## src/rtl/adc_csr_pkg.sv

```systemverilog
package adc_csr_pkg;
    localparam int REG_W   = 8;
    localparam int CH_W    = 3;
    localparam int GRP_W   = 2;
    localparam int BIT_FLAG = 7;
    localparam int BIT_IE   = 6;
    localparam int BIT_RSV  = 3;
    localparam logic [1:0] MODE_SCAN = 2'b01;

    typedef enum logic [1:0] {
        ST_IDLE    = 2'd0,
        ST_CONVERT = 2'd1,
        ST_HOLD    = 2'd2
    } seq_state_t;
endpackage

```

## src/rtl/adc_end_flag.sv

```systemverilog
module adc_end_flag (
    input  logic clk,
    input  logic rst_n,
    input  logic set_evt,
    input  logic zero_wr,
    input  logic rd_evt,
    input  logic dma_clr,
    output logic flag
);
    logic armed;
    logic flag_nxt;
    logic armed_nxt;

    // Set wins over any clear arriving in the same cycle
    always_comb begin
        flag_nxt = flag;
        if (set_evt)
            flag_nxt = 1'b1;
        else if ((zero_wr && armed) || dma_clr)
            flag_nxt = 1'b0;

        armed_nxt = armed;
        if (flag_nxt != flag)
            armed_nxt = 1'b0;
        else if (rd_evt && flag)
            armed_nxt = 1'b1;
    end

    always_ff @(posedge clk or negedge rst_n) begin
        if (!rst_n) begin
            flag  <= 1'b0;
            armed <= 1'b0;
        end else begin
            flag  <= flag_nxt;
            armed <= armed_nxt;
        end
    end
endmodule

```

## src/rtl/adc_seq_fsm.sv

```systemverilog
module adc_seq_fsm
    import adc_csr_pkg::*;
#(
    parameter int CHW = CH_W,
    parameter int GW  = GRP_W
) (
    input  logic           clk,
    input  logic           rst_n,
    input  logic           start,
    input  logic           scan,
    input  logic [CHW-1:0] sel_ch,
    input  logic           conv_done,
    output logic           conv_req,
    output logic [CHW-1:0] conv_ch,
    output logic           end_evt
);
    localparam logic [GW-1:0] GRP_LAST = '1;

    seq_state_t     state, state_nxt;
    logic [CHW-1:0] cur_ch, ch_nxt;
    logic [CHW-1:0] grp_base;

    assign grp_base = {sel_ch[CHW-1:GW], {GW{1'b0}}};

    // State register
    always_ff @(posedge clk or negedge rst_n) begin
        if (!rst_n) begin
            state  <= ST_IDLE;
            cur_ch <= '0;
        end else begin
            state  <= state_nxt;
            cur_ch <= ch_nxt;
        end
    end

    // Next state
    always_comb begin
        state_nxt = state;
        ch_nxt    = cur_ch;
        unique case (state)
            ST_IDLE: begin
                if (start) begin
                    state_nxt = ST_CONVERT;
                    ch_nxt    = scan ? grp_base : sel_ch;
                end
            end
            ST_CONVERT: begin
                if (conv_done) begin
                    if (!scan) begin
                        state_nxt = ST_HOLD;
                    end else begin
                        if (cur_ch[GW-1:0] == GRP_LAST)
                            ch_nxt = {cur_ch[CHW-1:GW], {GW{1'b0}}};
                        else
                            ch_nxt = cur_ch + 1'b1;
                        state_nxt = start ? ST_CONVERT : ST_IDLE;
                    end
                end else if (!start) begin
                    state_nxt = ST_IDLE;
                end
            end
            ST_HOLD: begin
                if (!start)
                    state_nxt = ST_IDLE;
            end
            default: state_nxt = ST_IDLE;
        endcase
    end

    // Outputs
    always_comb begin
        conv_req = (state == ST_CONVERT);
        conv_ch  = cur_ch;
        end_evt  = 1'b0;
        if (state == ST_CONVERT && conv_done)
            end_evt = !scan || (cur_ch[GW-1:0] == GRP_LAST);
    end
endmodule

```

## src/rtl/adc_csr_seq.sv

```systemverilog
module adc_csr_seq
    import adc_csr_pkg::*;
(
    input  logic             clk,
    input  logic             rst_n,
    input  logic             reg_sel,
    input  logic             reg_wr,
    input  logic             reg_rd,
    input  logic [REG_W-1:0] reg_wdata,
    output logic [REG_W-1:0] reg_rdata,
    input  logic             start,
    output logic             conv_req,
    output logic [CH_W-1:0]  conv_ch,
    input  logic             conv_done,
    input  logic             dma_rd_clr,
    input  logic             dma_dis_sel,
    output logic             irq
);
    logic            wr_en, rd_en;
    logic            ie;
    logic [1:0]      mode;
    logic [CH_W-1:0] ch_sel;
    logic            flag;
    logic            end_evt;

    assign wr_en = reg_sel && reg_wr;
    assign rd_en = reg_sel && reg_rd;

    always_ff @(posedge clk or negedge rst_n) begin
        if (!rst_n) begin
            ie     <= 1'b0;
            mode   <= 2'b00;
            ch_sel <= '0;
        end else if (wr_en) begin
            ie <= reg_wdata[BIT_IE];
            if (!start) begin
                mode   <= reg_wdata[5:4];
                ch_sel <= reg_wdata[CH_W-1:0];
            end
        end
    end

    adc_end_flag u_flag (
        .clk     (clk),
        .rst_n   (rst_n),
        .set_evt (end_evt),
        .zero_wr (wr_en && !reg_wdata[BIT_FLAG]),
        .rd_evt  (rd_en),
        .dma_clr (dma_rd_clr && !dma_dis_sel),
        .flag    (flag)
    );

    adc_seq_fsm #(.CHW(CH_W), .GW(GRP_W)) u_fsm (
        .clk       (clk),
        .rst_n     (rst_n),
        .start     (start),
        .scan      (mode == MODE_SCAN),
        .sel_ch    (ch_sel),
        .conv_done (conv_done),
        .conv_req  (conv_req),
        .conv_ch   (conv_ch),
        .end_evt   (end_evt)
    );

    assign reg_rdata = {flag, ie, mode, 1'b1, ch_sel};
    assign irq       = flag && ie;
endmodule

```

## config.mk

```make
export PLATFORM = sky130hd
export DESIGN_NAME = adc_csr_seq
export DESIGN_NICKNAME = d
export VERILOG_FILES = /design/src/rtl/adc_csr_pkg.sv /design/src/rtl/adc_end_flag.sv /design/src/rtl/adc_seq_fsm.sv /design/src/rtl/adc_csr_seq.sv
export SDC_FILE = /design/constraint.sdc
export NUM_CORES = 1
export LEC_CHECK = 0
export CORE_MARGIN = 3
export CORE_UTILIZATION = 39
export DETAILED_ROUTE_END_ITERATION = 10
export PLACE_DENSITY = 0.75
export SKIP_CTS_REPAIR_TIMING = 1
export SLEW_MARGIN = 20
export SYNTH_ARGS = -nofsm -noshare
export SYNTH_HDL_FRONTEND = slang
export SYNTH_HIERARCHICAL = 1
export SYNTH_SLANG_ARGS = --single-unit
```

## constraint.sdc

```tcl
create_clock -name clk -period 3.5 [get_ports clk]
set_clock_uncertainty 0.2 [all_clocks]
set_input_delay 0.875 -clock clk [delete_from_list [all_inputs] [get_ports clk]]
set_output_delay 0.875 -clock clk [all_outputs]
set_load 0.01 [all_outputs]
```

# Word level (Yosys, flattened, before mapping)
# Index checks and enable logic that the tools add are counted.
# W data, S select, Z words.
# totals
mem_bits_rw,0
n_memories,0
romBits,0
latch_bits,0
out_inout_bits,13
register_bits,13
elab_cells,55
# op_classes
eq_ne,9
n_reduce_logical,19
n_bitwise,1
mul,0
div_mod_pow,0
shifts,0
order_cmp,0
mux,17
addsub,1
# op_table
cell,n
$mux W3,4
$mux W2,5
$logic_and A1 B1 Y1,8
$mux W1,6
$pmux W2 S3,1
$pmux W3 S2,1
$reduce_and A5 Y1,1
$eq A2 B1 Y1 const B,2
$eq A2 B2 Y1 const B,2
$ne A2 B1 Y1 const B,2
$ne A2 B2 Y1 const B,2
$reduce_and A4 Y1,1
$reduce_bool A2 Y1,2
$add A3 B1 Y3 const B,1
$logic_not A1 Y1,3
$logic_not A2 Y1,1
$logic_or A1 B1 Y1,2
$reduce_and A2 Y1,1
$ne A1 B1 Y1,1
$not A1 Y1,1

# Depth between registers and ports, before layout
# Gate-level depths: netlist of the first run.
# logic_depth
depth_word,8
mapped_depth,5
depth_no_buf,5

# By module
# The synthesis of the first run kept the hierarchy.
# by_module_without_submodules
module,area_each_um2,cells_per_inst,seq_area_each_um2,n_inst
adc_csr_seq,316.6,23,150.1,1
adc_seq_fsm,292.8,27,125.1,1
adc_end_flag,93.8,8,50.0,1

# Least setup slack after synthesis of the first run
# Ideal clock, no wire load.
# synth_path
kind,input port to flip-flop
startpoint,input conv_done
endpoint,"register u_fsm.cur_ch[0], in the netlist u_fsm/conv_ch[0]"
t_arrival_ps,1481
required_time_ps,3175
setup_ps,125
path_buffers,0
path_stages,3
slack_ps,1695
path_cell_list,nand3_1 -> a21oi_1 -> mux2_2
# synth_via
elab_chain_len,2
# synth_lines
element,line,source
start: declaration,adc_csr_seq.sv:14,"input logic conv_done,"
$ne A2 B1 Y1 (no source line),-,
$reduce_and A4 Y1 (no source line),-,
end signal: assignment,adc_seq_fsm.sv:32,cur_ch <= ch_nxt;
end: declaration,adc_seq_fsm.sv:20,"logic [CHW-1:0] cur_ch, ch_nxt;"
# No other way between the ends.
# A chain may end at the register's enable or synchronous reset.

# Final worst setup path of the first run
# layout_path
startpoint,register u_fsm.state[1]
endpoint,output conv_req
# layout_via
elab_chain_len,1
# layout_lines
element,line,source
start: declaration,adc_seq_fsm.sv:19,"seq_state_t state, state_nxt;"
start signal: assignment,adc_seq_fsm.sv:31,state <= state_nxt;
$eq A2 B1 Y1,adc_seq_fsm.sv:72,conv_req = (state == ST_CONVERT);
end: declaration,adc_csr_seq.sv:12,"output logic conv_req,"
# No other way between the ends.

==> flow_summary.rst, run 1 <==
.. list-table::
   :header-rows: 1

   * - Metric
     - Value
   * - N_diodes
     - 0
   * - Synth-to-layout area growth
     - 43.24%
   * - Clock root cell
     - sky130_fd_sc_hd__clkbuf_4
   * - Cell types with the largest area share after synthesis
     - sky130_fd_sc_hd__dfrtp_1 46%, sky130_fd_sc_hd__mux2_4 15%, sky130_fd_sc_hd__mux2_2 4.8%, sky130_fd_sc_hd__nor2b_1 4.4%, sky130_fd_sc_hd__nand2b_1 3.6%
   * - Starting DRT DRC Count
     - 2
   * - Synth top area share
     - a little under half
   * - Flip-flop and latch count after synthesis
     - 13
   * - Data arrival time of the worst path
     - roughly 1.5 ns
   * - Peak supply drop
     - approximately 320 µV
   * - Avg WL per Cell
     - between 10 and 15 µm
   * - Cell Rows
     - 14
   * - Final sum of negative setup slack
     - 0 ns
   * - Minimum clock period
     - ~2.6 ns
   * - Total Routed Length
     - between 1000 and 1500 µm
   * - Fraction of layout instances using a drive strength above 1
     - 20.93%
   * - Final setup violation count
     - 0
   * - Starting density of the core
     - 44.11%
   * - Placeable core area
     - roughly 0.0016 mm²
   * - Number of buffers inserted during clock tree synthesis
     - 3
   * - Gpl congestion
     - ~0.66
   * - Critical-path maximum fanout
     - 5
   * - FMAX
     - 0.3909 GHz
   * - Global route overflow
     - 0
   * - Number of antenna violations at the first check in global routing
     - 0
   * - Status
     - finished, final reports clean
   * - Start-to-end type of the worst setup path
     - flop to output pin
   * - Cell accounting for the most synthesized area
     - sky130_fd_sc_hd__dfrtp_1
   * - Post-DRT Antenna Nets
     - 0
   * - Classification of the worst-slack hold path
     - flop to flop
   * - Final max-slew violation count
     - 0
   * - Most common cell after layout, fill and taps aside
     - sky130_fd_sc_hd__clkdlybuf4s50_1
   * - Top-Level Pins
     - 30
   * - Hold violation count in the final report
     - 0
   * - WHS
     - roughly 0.3 ns
   * - Fraction of the cycle the final worst path needs
     - between 70% and 80%
   * - Maximum capacitance violations
     - 0
   * - Mapped Nets
     - 76
   * - Fraction of the yosys area taken by sequential cells
     - a little under half
   * - Maximum buffer depth of the clock tree
     - 2
   * - R2r setup slk
     - 1.73 ns
   * - Setup repair after global routing missed its margin
     - no
   * - TritonRoute pass-1 iters
     - 2
   * - Area enclosed by the die boundary
     - between 0.002 and 0.0025 mm²
   * - Cell area after technology mapping
     - ~700 µm²
   * - First-pass GRT wire length
     - 2256 µm
   * - Actual slew at the worst max-slew pin
     - 0.5649 ns
   * - Clock Latency Late Sink
     - roughly 0.27 ns
   * - Number of distinct library cells after synthesis
     - 23
   * - Vias per inst
     - 4.682
   * - Number of global-route vias before repair
     - 534
   * - Total routing usage reported by global routing
     - between 10% and 20%
   * - Pwr Density
     - ~550 mW/mm²
   * - Net total in the final layout
     - 105
   * - Sink count of the clock tree
     - 13
   * - Die width
     - 48.46 µm
   * - Layout fillers
     - around 130
   * - Total vias in the final route
     - around 520
   * - Number of I/O port buffers
     - 27
   * - Mean cell area of the mapped netlist
     - about 12 µm²
   * - Startpoint kind of the worst setup timing path
     - flop
   * - CTS tree
     - yes
   * - Height of the die
     - between 40 and 50 µm
   * - HPWL reported at the end of detailed placement
     - 1138 µm
   * - Total leakage power
     - about 0.47 nW
   * - Depth of the CTS H-tree
     - 1
   * - Final routed DRC violation total
     - 0
   * - Worst Setup End Kind
     - output pin
   * - Max-slew headroom
     - 62.22%
   * - Req. time, crit path
     - 2.42 ns
   * - Clock edge transition at the registers on the reported setup and hold paths
     - roughly 0.090 ns
   * - Syn. warnings
     - 6
   * - Commonest non-fill, non-tap cells in the layout
     - 27 x sky130_fd_sc_hd__clkdlybuf4s50_1, 13 x sky130_fd_sc_hd__dfrtp_1, 7 x sky130_fd_sc_hd__mux2_4, 5 x sky130_fd_sc_hd__nor2b_1, 4 x sky130_fd_sc_hd__nand2b_1
   * - Maximum number of pins on one net before global-route repair
     - 14
   * - Number of instances in the synthesized netlist
     - 58
## sequential cells by signal (all words and copies together), names as in the netlist
| name | cells |
|---|---|
| u_fsm/conv_ch | 3 |
| ie | 1 |
| u_flag/flag | 1 |
| u_flag/armed | 1 |
| ch_sel | 3 |
| mode | 2 |
| u_fsm/state | 2 |
## final timing paths
path | start | end | depth (start not counted)
setup / recovery | u_fsm/state[1] | conv_req | 2
hold / removal | u_fsm/conv_ch[2] | u_fsm/conv_ch[2] | 1
setup reg to reg | mode[0] | u_fsm/conv_ch[1] | 4
hold reg to reg | u_fsm/conv_ch[2] | u_fsm/conv_ch[2] | 1
max in group asynchronous | rst_n | ch_sel[1] | 1
min in group asynchronous | rst_n | u_flag/flag | 1
## synthesized netlist by cell type (all sizes together)
cell type  instances
dfrtp             13
mux2              11
nor2b              6
nand2b             4
a21oi              3
buf                3
nand2              3
nor2               3
a21o               2
and2               2
and3               1
conb               1
ha                 1
inv                1
nand3              1
nand3b             1
o211a              1
o21ai              1
## area by class of cell
type	instances	area [µm²]	share of cell area, %
clock buffers	4	26.28	2.609
repair buffers	27	270.3	26.83
well taps	24	30.03	2.981
inverters	1	3.754	0.3727
flip-flops and latches	13	325.3	32.30
multi-input cells	41	351.6	34.91
## cells by family after synthesis
| logic type | share of synthesized area (%) |
|---|---|
| compound gates | 6.583 |
| fa+ha+maj | 1.779 |
| buf+inv | 3.736 |
| flops | 46.26 |
| mux | 21.35 |
| other cells | 0.5333 |
| simple gates | 19.75 |
## stage by stage
stage,std cells,setup slack (ns),utilization [%],area (µm²),power [mW]
after floorplan,58,1.695,-,703.2,0.3606
after global placement,106,1.104,61.54,980.9,0.4630
after detailed placement,106,1.119,61.54,980.9,0.4704
after CTS,110,0.9390,63.19,1007,0.5627
after global routing,110,0.8848,63.19,1007,0.5907
final,110,0.9415,63.19,1007,0.5558
## worst max-delay path, cell delays in order (launching register included)
cell and delay, ns:
sky130_fd_sc_hd__dfrtp_1 0.44, sky130_fd_sc_hd__nor2b_4 0.21, sky130_fd_sc_hd__clkdlybuf4s50_1 0.56
## metal layers
layer | GRT usage (%) | wire, µm | up-vias
li1 | - | - | 250
met1 | 14.09 | 601 | 250
met2 | 22.71 | 753 | 13
met3 | 2.761 | 37 | 2
met4 | 5.687 | 15 | 0
met5 | 0 | 0 | -
## report_power, final
| group | switching [mW] | internal, mW |
|---|---|---|
| Combinational | 0.0805 | 0.157 |
| Clock | 0.0471 | 0.0440 |
| Sequential | 0.0350 | 0.192 |
| Total | 0.163 | 0.393 |
Power figures use the tool's default switching activity.
==> run 2: changes to the inputs <==
==> constraint.sdc (replaced) <==
create_clock -name clk -period 2.4 [get_ports clk]
set_clock_uncertainty 0.2 [all_clocks]
set_input_delay 0.6 -clock clk [delete_from_list [all_inputs] [get_ports clk]]
set_output_delay 0.6 -clock clk [all_outputs]
set_load 0.01 [all_outputs]
==> run 2 against run 1 <==
Worst hold slack lost 0.0011 ns; via count grew 1.6%; largest cell class unchanged; first-iteration DRC count grew 100%; clock-buffer cell count is the same; highest routed layer unchanged; setup slack lost 0.81 ns; sequential power grew 46%; critical endpoint unchanged.
==> flow_summary.rst, run 2 (synthesis results as in run 1) <==
.. list-table::
   :header-rows: 1

   * - Metric
     - Value
   * - Status
     - finished, final reports clean
   * - Gpl congestion
     - 0.6605 (about the same)
   * - R2r setup slk
     - 0.63 ns (-1.10 ns)
   * - N_diodes
     - 0 (unchanged)
   * - Total vias in the final route
     - 523 (+1.6%)
   * - Fraction of the cycle the final worst path needs
     - between 90% and 100%
   * - Commonest non-fill, non-tap cells in the layout
     - 27 x sky130_fd_sc_hd__clkdlybuf4s50_1, 13 x sky130_fd_sc_hd__dfrtp_1, 7 x sky130_fd_sc_hd__mux2_4, 5 x sky130_fd_sc_hd__nor2b_1, 4 x sky130_fd_sc_hd__nand2b_1
   * - Standard cell area after detailed placement
     - 980.9 µm² (unchanged)
   * - Minimum setup slack in the final design
     - 0.1356 ns (-0.8060 ns)
   * - Post-DRT Antenna Nets
     - 0 (unchanged)
   * - Synth-to-layout area growth
     - 43.24% (unchanged)
   * - Startpoint kind of the worst setup timing path
     - flop
   * - Net total in the final layout
     - 105 (unchanged)
   * - Final routed DRC violation total
     - 0 (unchanged)
   * - Layout fillers
     - 137 (+7.0%)
   * - Maximum capacitance violations
     - 0 (unchanged)
   * - Critical-path maximum fanout
     - 5 (unchanged)
   * - Height of the die
     - 48.46 µm (unchanged)
   * - Non-Filler Instances
     - 110 (unchanged)
   * - Avg WL per Cell
     - 12.17 µm (-4.9%)
   * - FMAX
     - ~0.44 GHz
   * - Post-place setup slack
     - 0.2841 ns (-0.8352 ns)
   * - Die width
     - 48.46 µm (unchanged)
   * - Maximum number of pins on one net before global-route repair
     - 14 (unchanged)
   * - Total routing usage reported by global routing
     - 11.66% (-0.92 points)
   * - Number of buffers inserted during clock tree synthesis
     - 3 (unchanged)
   * - Hold violation count in the final report
     - 0 (unchanged)
   * - Maximum buffer depth of the clock tree
     - 2 (unchanged)
   * - First-pass GRT wire length
     - 2152 µm (-4.6%)
   * - Critical path's largest stage delay
     - 0.56 ns (about the same)
   * - WHS
     - 0.2975 ns (-0.001098 ns)
   * - Peak supply drop
     - 406.7 µV (+26%)
   * - Req. time, crit path
     - 1.60 ns (-0.82 ns)
   * - Pwr Density
     - 801.4 mW/mm² (+45%)
   * - Area enclosed by the die boundary
     - 0.002348 mm² (unchanged)
   * - Max-slew headroom
     - 62.64% (+0.42 points)
   * - TritonRoute pass-1 iters
     - 2 (unchanged)
   * - Depth of the CTS H-tree
     - 1 (unchanged)
   * - Most common cell after layout, fill and taps aside
     - sky130_fd_sc_hd__clkdlybuf4s50_1
   * - HPWL reported at the end of detailed placement
     - 1112 µm (-2.3%)
   * - Placed cell count
     - 106 (unchanged)
   * - Final max-slew violation count
     - 0 (unchanged)
   * - Clock root cell
     - sky130_fd_sc_hd__clkbuf_4
   * - Global route overflow
     - 0 (unchanged)
   * - Clock Latency Late Sink
     - 0.26 ns (about the same)
   * - Number of I/O port buffers
     - 27 (unchanged)
   * - Placeable core area
     - 0.001594 mm² (unchanged)
   * - Cell Rows
     - 14 (unchanged)
   * - Start-to-end type of the worst setup path
     - flop to output pin
   * - Area occupied by multi-input gates
     - 351.6 µm² (unchanged)
   * - Clock edge transition at the registers on the reported setup and hold paths
     - 0.08 ns (about the same)
   * - Final standard cell area without fillers
     - 0.001007 mm² (unchanged)
   * - Top-Level Pins
     - 30 (unchanged)
   * - Total Routed Length
     - 1339 µm (-4.9%)
   * - Final sum of negative setup slack
     - 0 ns (unchanged)
   * - Fraction of layout instances using a drive strength above 1
     - 20.93% (unchanged)
   * - Vias per inst
     - 4.755 (+1.6%)
   * - Seq. cell area
     - 325.3 µm² (unchanged)
   * - Classification of the worst-slack hold path
     - flop to flop
   * - Total leakage power
     - 0.4670 nW (unchanged)
   * - Actual slew at the worst max-slew pin
     - 0.5586 ns (-0.006286 ns)
   * - Data arrival time of the worst path
     - 1.46 ns (-0.02 ns)
   * - Crit-path slowest cell
     - sky130_fd_sc_hd__clkdlybuf4s50_1
   * - CTS tree
     - yes
   * - Number of global-route vias before repair
     - 525 (-1.7%)
   * - Sink count of the clock tree
     - 13 (unchanged)
   * - Final setup violation count
     - 0 (unchanged)
   * - Setup repair after global routing missed its margin
     - no
   * - Starting density of the core
     - 44.11% (unchanged)
   * - Number of antenna violations at the first check in global routing
     - 0 (unchanged)
   * - Critical path, cell by cell
     - nor2b_4 > clkdlybuf4s50_1
   * - Minimum clock period
     - about 2.3 ns
   * - Worst Setup End Kind
     - output pin
   * - Starting DRT DRC Count
     - 4 (+2)
[run 2: cell counts in the layout (fill, tap and decap cells not counted)]
Identical to the previous run, type by type.
[run 2: cell type report]
| cell class | instances | area share [%] |
|---|---|---|
| Multi-Input combinational cell | 41 | 34.91 |
| Sequential cell | 13 | 32.30 |
| Timing Repair Buffer | 27 | 26.83 |
| Tap cell | 24 | 2.981 |
| Clock buffer | 4 | 2.609 |
| Inverter | 1 | 0.3727 |
[run 2: report_power, final]
part | total, mW | internal, mW | switching [mW]
clock | 0.130 | 0.0642 | 0.0659
combinational | 0.346 | 0.228 | 0.117
sequential | 0.332 | 0.281 | 0.0509
[run 2: path summary, 6_finish.rpt]
check                                 startpoint                to  cells past startpoint
worst max-delay path              u_fsm/state[1]          conv_req                      2
worst min-delay path            u_fsm/conv_ch[2]  u_fsm/conv_ch[2]                      1
worst max register to register           mode[0]  u_fsm/conv_ch[1]                      4
worst min register to register  u_fsm/conv_ch[2]  u_fsm/conv_ch[2]                      1
max in group asynchronous                  rst_n           mode[0]                      1
min in group asynchronous                  rst_n  u_fsm/conv_ch[0]                      1
[run 2: layer usage]
layer | track usage, % | part of all wire, %
met5 | 0 | 0
met4 | 4.265 | 0.45
met3 | 2.454 | 4.5
met2 | 20.18 | 52
met1 | 14.29 | 43
[run 2: through the flow]
stage | util [%] | total power, mW
3_5_place_dp | 61.54 | 0.6862
4_1_cts | 63.19 | 0.8170
5_1_grt | 63.19 | 0.8563
6_report | 63.19 | 0.8071
3_3_place_gp | 61.54 | 0.6752
2_1_floorplan | - | 0.5258
[run 2: worst max-delay path, delay by kind of cell, from the launching register on]
kind / cells / cell delay [ns]
buf+inv: 1 / 0.56
flops: 1 / 0.44
simple gates: 1 / 0.20
==> run 3: changes to the inputs <==
--- a/config.mk
+++ b/config.mk
@@ -15,3 +15,4 @@
 export SYNTH_HDL_FRONTEND = slang
 export SYNTH_HIERARCHICAL = 1
 export SYNTH_SLANG_ARGS = --single-unit
+export TNS_END_PERCENT = 100
==> results of run 3 <==
Same layout as run 2: the final DEF is identical, and so are final timing and power.
